===== src/rtl/pwm_trig_pkg.sv =====
package pwm_trig_pkg;
  localparam int unsigned ADDR_W       = 8;
  localparam logic [7:0]  OFS_CTRL     = 8'h00;
  localparam logic [7:0]  OFS_PRE      = 8'h04;
  localparam int unsigned OFS_CH_BASE  = 8;
  localparam int unsigned CH_STRIDE    = 8;
  localparam int unsigned OFS_DUTY_REL = 4;
  localparam int unsigned LANE_POL     = 8;
  localparam int unsigned LANE_TYPE    = 16;
  localparam int unsigned LANE_SMOOTH  = 24;
  localparam int unsigned PRE_SPAN     = 4;

  typedef enum logic [1:0] {
    CM_IDLE = 2'd0,
    CM_IMM  = 2'd1,
    CM_EDGE = 2'd2
  } commit_mode_e;
endpackage


===== src/rtl/pwm_trig_regs.sv =====
module pwm_trig_regs
  import pwm_trig_pkg::*;
#(
  parameter int unsigned N_CH  = 6,
  parameter int unsigned CNT_W = 24,
  parameter int unsigned PRE_W = 3
) (
  input  logic                        clk_i,
  input  logic                        rst_ni,
  input  logic                        req_i,
  input  logic                        we_i,
  input  logic [ADDR_W-1:0]           addr_i,
  input  logic [31:0]                 wdata_i,
  output logic [31:0]                 rdata_o,
  output logic [N_CH-1:0]             trig_o,
  output logic [N_CH-1:0]             smooth_o,
  output logic [N_CH-1:0]             pol_o,
  output logic [N_CH-1:0]             rise_o,
  output logic [N_CH-1:0][PRE_W-1:0]  pre_o,
  output logic [N_CH-1:0][CNT_W-1:0]  per_o,
  output logic [N_CH-1:0][CNT_W-1:0]  duty_o
);

  function automatic logic [ADDR_W-1:0] per_ofs(input int unsigned c);
    return ADDR_W'(OFS_CH_BASE + CH_STRIDE * c);
  endfunction

  function automatic logic [ADDR_W-1:0] duty_ofs(input int unsigned c);
    return ADDR_W'(OFS_CH_BASE + CH_STRIDE * c + OFS_DUTY_REL);
  endfunction

  logic                       wr;
  logic [N_CH-1:0]            trig_q, smooth_q, pol_q, type_q, rise_q;
  logic [N_CH-1:0][PRE_W-1:0] pre_q;
  logic [N_CH-1:0][CNT_W-1:0] per_q, duty_q;

  assign wr = req_i & we_i;

  always_ff @(posedge clk_i or negedge rst_ni) begin
    if (!rst_ni) begin
      trig_q   <= '0;
      smooth_q <= '0;
      pol_q    <= '0;
      type_q   <= '0;
      rise_q   <= '0;
      pre_q    <= '0;
      per_q    <= '0;
      duty_q   <= '0;
    end else begin
      rise_q <= '0;
      if (wr && addr_i == OFS_CTRL) begin
        // edge detect against the previously stored trigger bits
        rise_q   <= wdata_i[N_CH-1:0] & ~trig_q;
        trig_q   <= wdata_i[N_CH-1:0];
        pol_q    <= wdata_i[LANE_POL +: N_CH];
        type_q   <= wdata_i[LANE_TYPE +: N_CH];
        smooth_q <= wdata_i[LANE_SMOOTH +: N_CH];
      end
      for (int unsigned c = 0; c < N_CH; c++) begin
        if (wr && addr_i == OFS_PRE)     pre_q[c]  <= wdata_i[PRE_SPAN*c +: PRE_W];
        if (wr && addr_i == per_ofs(c))  per_q[c]  <= wdata_i[CNT_W-1:0];
        if (wr && addr_i == duty_ofs(c)) duty_q[c] <= wdata_i[CNT_W-1:0];
      end
    end
  end

  always_comb begin
    rdata_o = '0;
    if (req_i && !we_i) begin
      if (addr_i == OFS_CTRL) begin
        rdata_o[N_CH-1:0]           = trig_q;
        rdata_o[LANE_POL +: N_CH]    = pol_q;
        rdata_o[LANE_TYPE +: N_CH]   = type_q;
        rdata_o[LANE_SMOOTH +: N_CH] = smooth_q;
      end
      for (int unsigned c = 0; c < N_CH; c++) begin
        if (addr_i == OFS_PRE)     rdata_o[PRE_SPAN*c +: PRE_W] = pre_q[c];
        if (addr_i == per_ofs(c))  rdata_o[CNT_W-1:0]           = per_q[c];
        if (addr_i == duty_ofs(c)) rdata_o[CNT_W-1:0]           = duty_q[c];
      end
    end
  end

  assign trig_o   = trig_q;
  assign smooth_o = smooth_q;
  assign pol_o    = pol_q;
  assign rise_o   = rise_q;
  assign pre_o    = pre_q;
  assign per_o    = per_q;
  assign duty_o   = duty_q;

  AST_RISE_FROM_WRITE: assert property (@(posedge clk_i) disable iff (!rst_ni)
    (|rise_q) |-> $past(req_i && we_i && addr_i == OFS_CTRL));

endmodule


===== src/rtl/pwm_trig_chan.sv =====
module pwm_trig_chan
  import pwm_trig_pkg::*;
#(
  parameter int unsigned CNT_W     = 24,
  parameter int unsigned PRE_W     = 3,
  parameter int unsigned IMM_DELAY = 2
) (
  input  logic             clk_i,
  input  logic             rst_ni,
  input  logic             rise_i,
  input  logic             smooth_i,
  input  logic             trig_i,
  input  logic             pol_i,
  input  logic [PRE_W-1:0] pre_i,
  input  logic [CNT_W-1:0] per_i,
  input  logic [CNT_W-1:0] duty_i,
  output logic             pwm_o
);

  localparam int unsigned DLY_W = $clog2(IMM_DELAY + 1);

  commit_mode_e     mode_q;
  logic [DLY_W-1:0] dly_q;
  logic [PRE_W-1:0] stg_pre_q, act_pre_q, pre_cnt_q;
  logic [CNT_W-1:0] stg_per_q, stg_duty_q, act_per_q, act_duty_q, cnt_q;
  logic             stg_pol_q, act_pol_q;
  logic             tick, wrap, apply, active;
  logic [CNT_W:0]   cnt_inc;

  assign tick    = (pre_cnt_q == act_pre_q);
  assign cnt_inc = {1'b0, cnt_q} + 1'b1;
  assign wrap    = (cnt_inc >= {1'b0, act_per_q});
  assign apply   = !rise_i &&
                   ((mode_q == CM_IMM && dly_q == DLY_W'(1)) ||
                    (mode_q == CM_EDGE && tick && wrap));

  always_ff @(posedge clk_i or negedge rst_ni) begin
    if (!rst_ni) begin
      mode_q     <= CM_IDLE;
      dly_q      <= '0;
      stg_pre_q  <= '0;
      stg_per_q  <= '0;
      stg_duty_q <= '0;
      stg_pol_q  <= 1'b0;
    end else if (rise_i) begin
      stg_pre_q  <= pre_i;
      stg_per_q  <= per_i;
      stg_duty_q <= duty_i;
      stg_pol_q  <= pol_i;
      mode_q     <= smooth_i ? CM_EDGE : CM_IMM;
      dly_q      <= DLY_W'(IMM_DELAY);
    end else if (apply) begin
      mode_q <= CM_IDLE;
      dly_q  <= '0;
    end else if (mode_q == CM_IMM) begin
      dly_q <= dly_q - 1'b1;
    end
  end

  always_ff @(posedge clk_i or negedge rst_ni) begin
    if (!rst_ni) begin
      act_pre_q  <= '0;
      act_per_q  <= '0;
      act_duty_q <= '0;
      act_pol_q  <= 1'b0;
      pre_cnt_q  <= '0;
      cnt_q      <= '0;
    end else if (apply) begin
      act_pre_q  <= stg_pre_q;
      act_per_q  <= stg_per_q;
      act_duty_q <= stg_duty_q;
      act_pol_q  <= stg_pol_q;
      pre_cnt_q  <= '0;
      cnt_q      <= '0;
    end else if (tick) begin
      pre_cnt_q <= '0;
      cnt_q     <= wrap ? '0 : cnt_inc[CNT_W-1:0];
    end else begin
      pre_cnt_q <= pre_cnt_q + 1'b1;
    end
  end

  assign active = (cnt_q < act_duty_q);
  assign pwm_o  = (!trig_i && !smooth_i) ? 1'b1 : (act_pol_q ? active : !active);

  AST_CNT_IN_RANGE: assert property (@(posedge clk_i) disable iff (!rst_ni)
    (act_per_q != '0) |-> (cnt_q < act_per_q));
  AST_PRE_IN_RANGE: assert property (@(posedge clk_i) disable iff (!rst_ni)
    pre_cnt_q <= act_pre_q);
  AST_DLY_BOUND: assert property (@(posedge clk_i) disable iff (!rst_ni)
    (mode_q == CM_IMM) |-> (dly_q >= DLY_W'(1) && dly_q <= DLY_W'(IMM_DELAY)));
  AST_ACT_HELD: assert property (@(posedge clk_i) disable iff (!rst_ni)
    !$stable(act_duty_q) |-> ($past(mode_q) != CM_IDLE));
  AST_EDGE_RESTART: assert property (@(posedge clk_i) disable iff (!rst_ni)
    ($past(mode_q) == CM_EDGE && mode_q == CM_IDLE) |-> (cnt_q == '0 && pre_cnt_q == '0));

endmodule


===== src/rtl/pwm_trig_bank.sv =====
module pwm_trig_bank
  import pwm_trig_pkg::*;
#(
  parameter int unsigned N_CH      = 6,
  parameter int unsigned CNT_W     = 24,
  parameter int unsigned PRE_W     = 3,
  parameter int unsigned IMM_DELAY = 2
) (
  input  logic            clk_i,
  input  logic            rst_ni,
  input  logic            req_i,
  input  logic            we_i,
  input  logic [7:0]      addr_i,
  input  logic [31:0]     wdata_i,
  output logic [31:0]     rdata_o,
  output logic [N_CH-1:0] pwm_o
);

  logic [N_CH-1:0]            trig, smooth, pol, rise;
  logic [N_CH-1:0][PRE_W-1:0] pre;
  logic [N_CH-1:0][CNT_W-1:0] per, duty;

  pwm_trig_regs #(
    .N_CH (N_CH),
    .CNT_W(CNT_W),
    .PRE_W(PRE_W)
  ) u_regs (
    .clk_i   (clk_i),
    .rst_ni  (rst_ni),
    .req_i   (req_i),
    .we_i    (we_i),
    .addr_i  (addr_i),
    .wdata_i (wdata_i),
    .rdata_o (rdata_o),
    .trig_o  (trig),
    .smooth_o(smooth),
    .pol_o   (pol),
    .rise_o  (rise),
    .pre_o   (pre),
    .per_o   (per),
    .duty_o  (duty)
  );

  for (genvar c = 0; c < N_CH; c++) begin : g_ch
    pwm_trig_chan #(
      .CNT_W    (CNT_W),
      .PRE_W    (PRE_W),
      .IMM_DELAY(IMM_DELAY)
    ) u_chan (
      .clk_i   (clk_i),
      .rst_ni  (rst_ni),
      .rise_i  (rise[c]),
      .smooth_i(smooth[c]),
      .trig_i  (trig[c]),
      .pol_i   (pol[c]),
      .pre_i   (pre[c]),
      .per_i   (per[c]),
      .duty_i  (duty[c]),
      .pwm_o   (pwm_o[c])
    );

    AST_FORCED_HIGH: assert property (@(posedge clk_i) disable iff (!rst_ni)
      (!trig[c] && !smooth[c]) |-> pwm_o[c]);
  end

endmodule


===== config.mk =====
export PLATFORM = sky130hd
export DESIGN_NAME = pwm_trig_bank
export DESIGN_NICKNAME = d
export VERILOG_FILES = /design/src/rtl/pwm_trig_pkg.sv /design/src/rtl/pwm_trig_regs.sv /design/src/rtl/pwm_trig_chan.sv /design/src/rtl/pwm_trig_bank.sv
export SDC_FILE = /design/constraint.sdc
export NUM_CORES = 2
export LEC_CHECK = 0
export BUFFER_PORTS_ARGS = -buffer_cell sky130_fd_sc_hd__buf_4
export CAP_MARGIN = 15
export CORE_ASPECT_RATIO = 1.5
export CORE_UTILIZATION = 50
export CTS_BUF_LIST = sky130_fd_sc_hd__clkbuf_4 sky130_fd_sc_hd__clkbuf_8 sky130_fd_sc_hd__clkbuf_16
export DETAILED_ROUTE_END_ITERATION = 12
export PLACE_DENSITY = 0.63
export SLEW_MARGIN = 20
export SYNTH_ARGS = -nofsm -noshare
export SYNTH_HDL_FRONTEND = slang
export SYNTH_SLANG_ARGS = --single-unit
export TNS_END_PERCENT = 30

===== constraint.sdc =====
create_clock -name clk_i -period 7.55 [get_ports clk_i]
set_input_delay 0.3775 -clock clk_i [delete_from_list [all_inputs] [get_ports clk_i]]
set_output_delay 0.3775 -clock clk_i [all_outputs]
set_load 0.03 [all_outputs]

==> results.md <==
* Result of the run: complete, no violations
* Standard-cell row count at 150
* Leading cell types by count after synthesis: dfrtp_1, mux2_2, inv_1
* Post-synth ARST share at 1.00
* Initial antenna violation count at 13
* Total standard cell area after synthesis at 56700 µm²
* Clock tree from TritonCTS: built
* Final Max Slew Viols at 0
* Total core area at 112000 µm²
* I/O pins at 82
* Crit Reg-Reg Startpoint: g_ch[2].u_chan.cnt_q[0]
* Worst-path maximum fanout at 57
* Arrival time worst endpoint at 6230 ps
* Slowest stage cell on the critical path: and3_1
* First-pass GRT wire length at 244000 µm
* Post-synthesis sequential area ratio at 0.506
* Count of unresolved DRC violations after routing at 0
* Net count reported at finish at 5168
* Post-synth top flop: dfrtp_1
* Area after DPL at 58600 µm²
* Hold Crit Class: primary input to flop
* Summed negative setup slack over all endpoints at 0 ps
* Number of distinct library cells after synthesis at 83
* Leakage at 30.3 nW
* Overall routed net length at 163000 µm
* Via-per-instance ratio at 5.98
* Total routing usage reported by global routing at 0.284
* YS warnings at 0
* Routed WL per cell at 25.5 µm
* Minimum setup slack after placement at 1980 ps
* Post-route standard cell area excluding fillers at 62500 µm²
* Endpoint class of the critical path: flop
* Number of global-route vias before repair at 38400
* Final Hold Viols at 0
* Number of CTS-inserted buffers at 110
* Power per cell area at 203 nW/µm²
* Worst Slack Setup Final at 1920 ps
* Delay of the slowest cell on the worst path at 650 ps
* Crit Path Category: flop to flop
* Antenna violation net count after detailed routing at 0
* Startpoint class of the critical path: flop
* Final clock period utilization by the worst path at 0.745
* Most common cell in the synthesized netlist: dfrtp_1
* Clock Root Buffer: clkbuf_16
* Number of clock sinks seen by CTS at 1146
* Iter 0 DRT Violations at 3250
* Overall die height at 414 µm
* Largest net degree at the start of global routing at 151
* Worst slew slack as a fraction of its limit at 0.178
* Placer Congestion at 0.988
* Ratio of cells with drive above 1 in the final layout at 0.278
* Hold Startpoint: wdata_i[0]
* Width of the die at 277 µm
* Final total power at 12.7 mW
* Overflow after GRT at 0
* Worst voltage drop across the vdd grid at 0.000216 V
* Data required time at the worst endpoint at 8160 ps
* CP Launch Point: g_ch[2].u_chan.cnt_q[0]
* Starting utilization of the core area at 0.507
* Skew-Pair Late Insertion Delay at 740 ps
* Number of buffer cells added on primary ports at 77
* Via total after detailed routing at 38100
* Layout overhead on the synthesized area at 10.3%
* DP Wirelength at 116000 µm
* Clk buf depth at 3
* Cells taking the most area after synthesis: dfrtp_1, mux2_2, ha_1
* Worst clock skew at 30.4 ps
* Proportion of netlist area held by the largest area contributor at 0.506
* Synth Instances at 4812
* Setup Viol. Count Final at 0
* Post-synth top area cell: dfrtp_1
* Flop and latch count out of synthesis at 1146
* Post-synth EDFFs at 0
* Maximum clock frequency at 0.178 GHz
* Setup repair after global routing missed its margin: false
* Worst Max-Slew Pin Slew at 1230 ps
* Utilization after layout at 0.559
* Average cell area after synthesis at 11.8 µm²
* Worst-path clk slew at 70 ps
* Maxcap violations at 0
* Cell-by-cell listing of the critical path: ha_1 -> and3_1 -> nand4_1 -> nor3_1 -> nand3_1 -> nor2_1 -> xor2_1 -> ha_1 -> o21a_1 -> o21ai_0 -> nor4_1 -> a221oi_1 -> and3_1 -> o32ai_4 -> buf_4 -> mux2_2
* Detailed-routing iteration count for the pre-antenna-repair pass at 6
* Crit path time final at 5630 ps
* Level count of the clock H-tree at 3
* Die footprint at 115000 µm²
-- report_power, final --
| part | internal, mW | total, mW | switching (mW) | leakage (nW) |
|---|---|---|---|---|
| Combinational | 0.128 | 0.430 | 0.302 | 12.4 |
| Sequential | 6.22 | 6.32 | 0.101 | 16.0 |
| Clock | 3.40 | 5.94 | 2.53 | 1.92 |
| Total | 9.75 | 12.7 | 2.93 | 30.3 |
-- per-stage QoR --
step | instances | hold WS (ps)
floorplan | 4813 | 81.9
global placement | 6149 | 453
detailed placement | 6149 | 455
CTS | 6357 | 3.54
global route | 6359 | 33.8
finish | 6361 | 47.1
-- cell usage in the layout (no fill, tap or decap), drive strengths merged, types with 19 or more instances in the layout --
| cell | count |
|---|---|
| clkinv | 29 |
| a211oi | 22 |
| xnor2 | 114 |
| buf | 141 |
| and3 | 49 |
| nor3 | 80 |
| ha | 300 |
| xor2 | 50 |
| nor2b | 23 |
| dfrtp | 1146 |
| a21oi | 240 |
| nand4 | 79 |
| a22oi | 62 |
| clkbuf | 147 |
| nand3 | 151 |
| nor2 | 157 |
| o22ai | 26 |
| nand2 | 283 |
| or3 | 24 |
| nor4 | 19 |
| mux2 | 962 |
| nand2b | 30 |
| a31oi | 19 |
| o21ai | 139 |
| inv | 319 |
| a21o | 30 |
-- critical path: cells and delay by family (launching register included) --
family,cells,cell delay (ps)
AND/OR/NAND/NOR,7,2220
adder cells (fa/ha/maj),2,540
XOR/XNOR,1,220
buffers and inverters,1,460
AO/OA/AOI/OAI,4,1180
flip-flops,1,460
multiplexers,1,370
-- registers in the layout (all words and copies together), names as in the netlist, 144 cells and up --
register / flops
u_regs.duty_o: 144
g_ch.u_chan.act_per_q: 144
g_ch.u_chan.stg_per_q: 144
u_regs.per_o: 144
g_ch.u_chan.stg_duty_q: 144
g_ch.u_chan.act_duty_q: 144
g_ch.u_chan.cnt_q: 144
-- cells by family after synthesis --
group / Yosys count / share of synthesized area
other cells: 1 / 0.0000662
flops: 1146 / 0.506
xor+xnor: 164 / 0.0253
buf+inv: 564 / 0.0417
compound gates: 684 / 0.0761
fa+ha+maj: 300 / 0.0662
mux: 973 / 0.198
simple gates: 980 / 0.0865
-- final cells by class --
cell class              count  area (µm²)
well taps                1444        1810
inverters                 315        1180
fillers                  9514       49300
multi-input cells        3103       25700
repair buffers            148        1230
diodes                      4        10.0
clock inverters            54         678
clock buffers             147        3200
flip-flops and latches   1146       28700
-- path summary, 6_finish.rpt --
check,slack [ps],cells past startpoint,endpoint
worst min-delay path,50,2,u_regs.rise_o[0]
worst min register to register,490,1,g_ch[5].u_chan.act_duty_q[16]
worst max register to register,1920,16,g_ch[2].u_chan.act_duty_q[15]
max in group asynchronous,5440,4,g_ch[0].u_chan.stg_duty_q[16]
worst max-delay path,1920,16,g_ch[2].u_chan.act_duty_q[15]
min in group asynchronous,240,2,g_ch[5].u_chan.dly_q[1]
-- per-layer routing --
metal  routed length [µm]  GRT usage  up-vias
li1                     -          -    17200
met1                62400      0.338    19500
met2                82400      0.495     1029
met3                 8490     0.0445      348
met4                 9190      0.149        8
met5                   47          0        -
-- repair_timing --
item / CTS / global route
hold buffers: 7 / 0
resized for setup: 0 / 0
endpoints found under the hold margin: 94 / 0
setup buffers: 0 / 0
(Power assumes the default switching activity.)
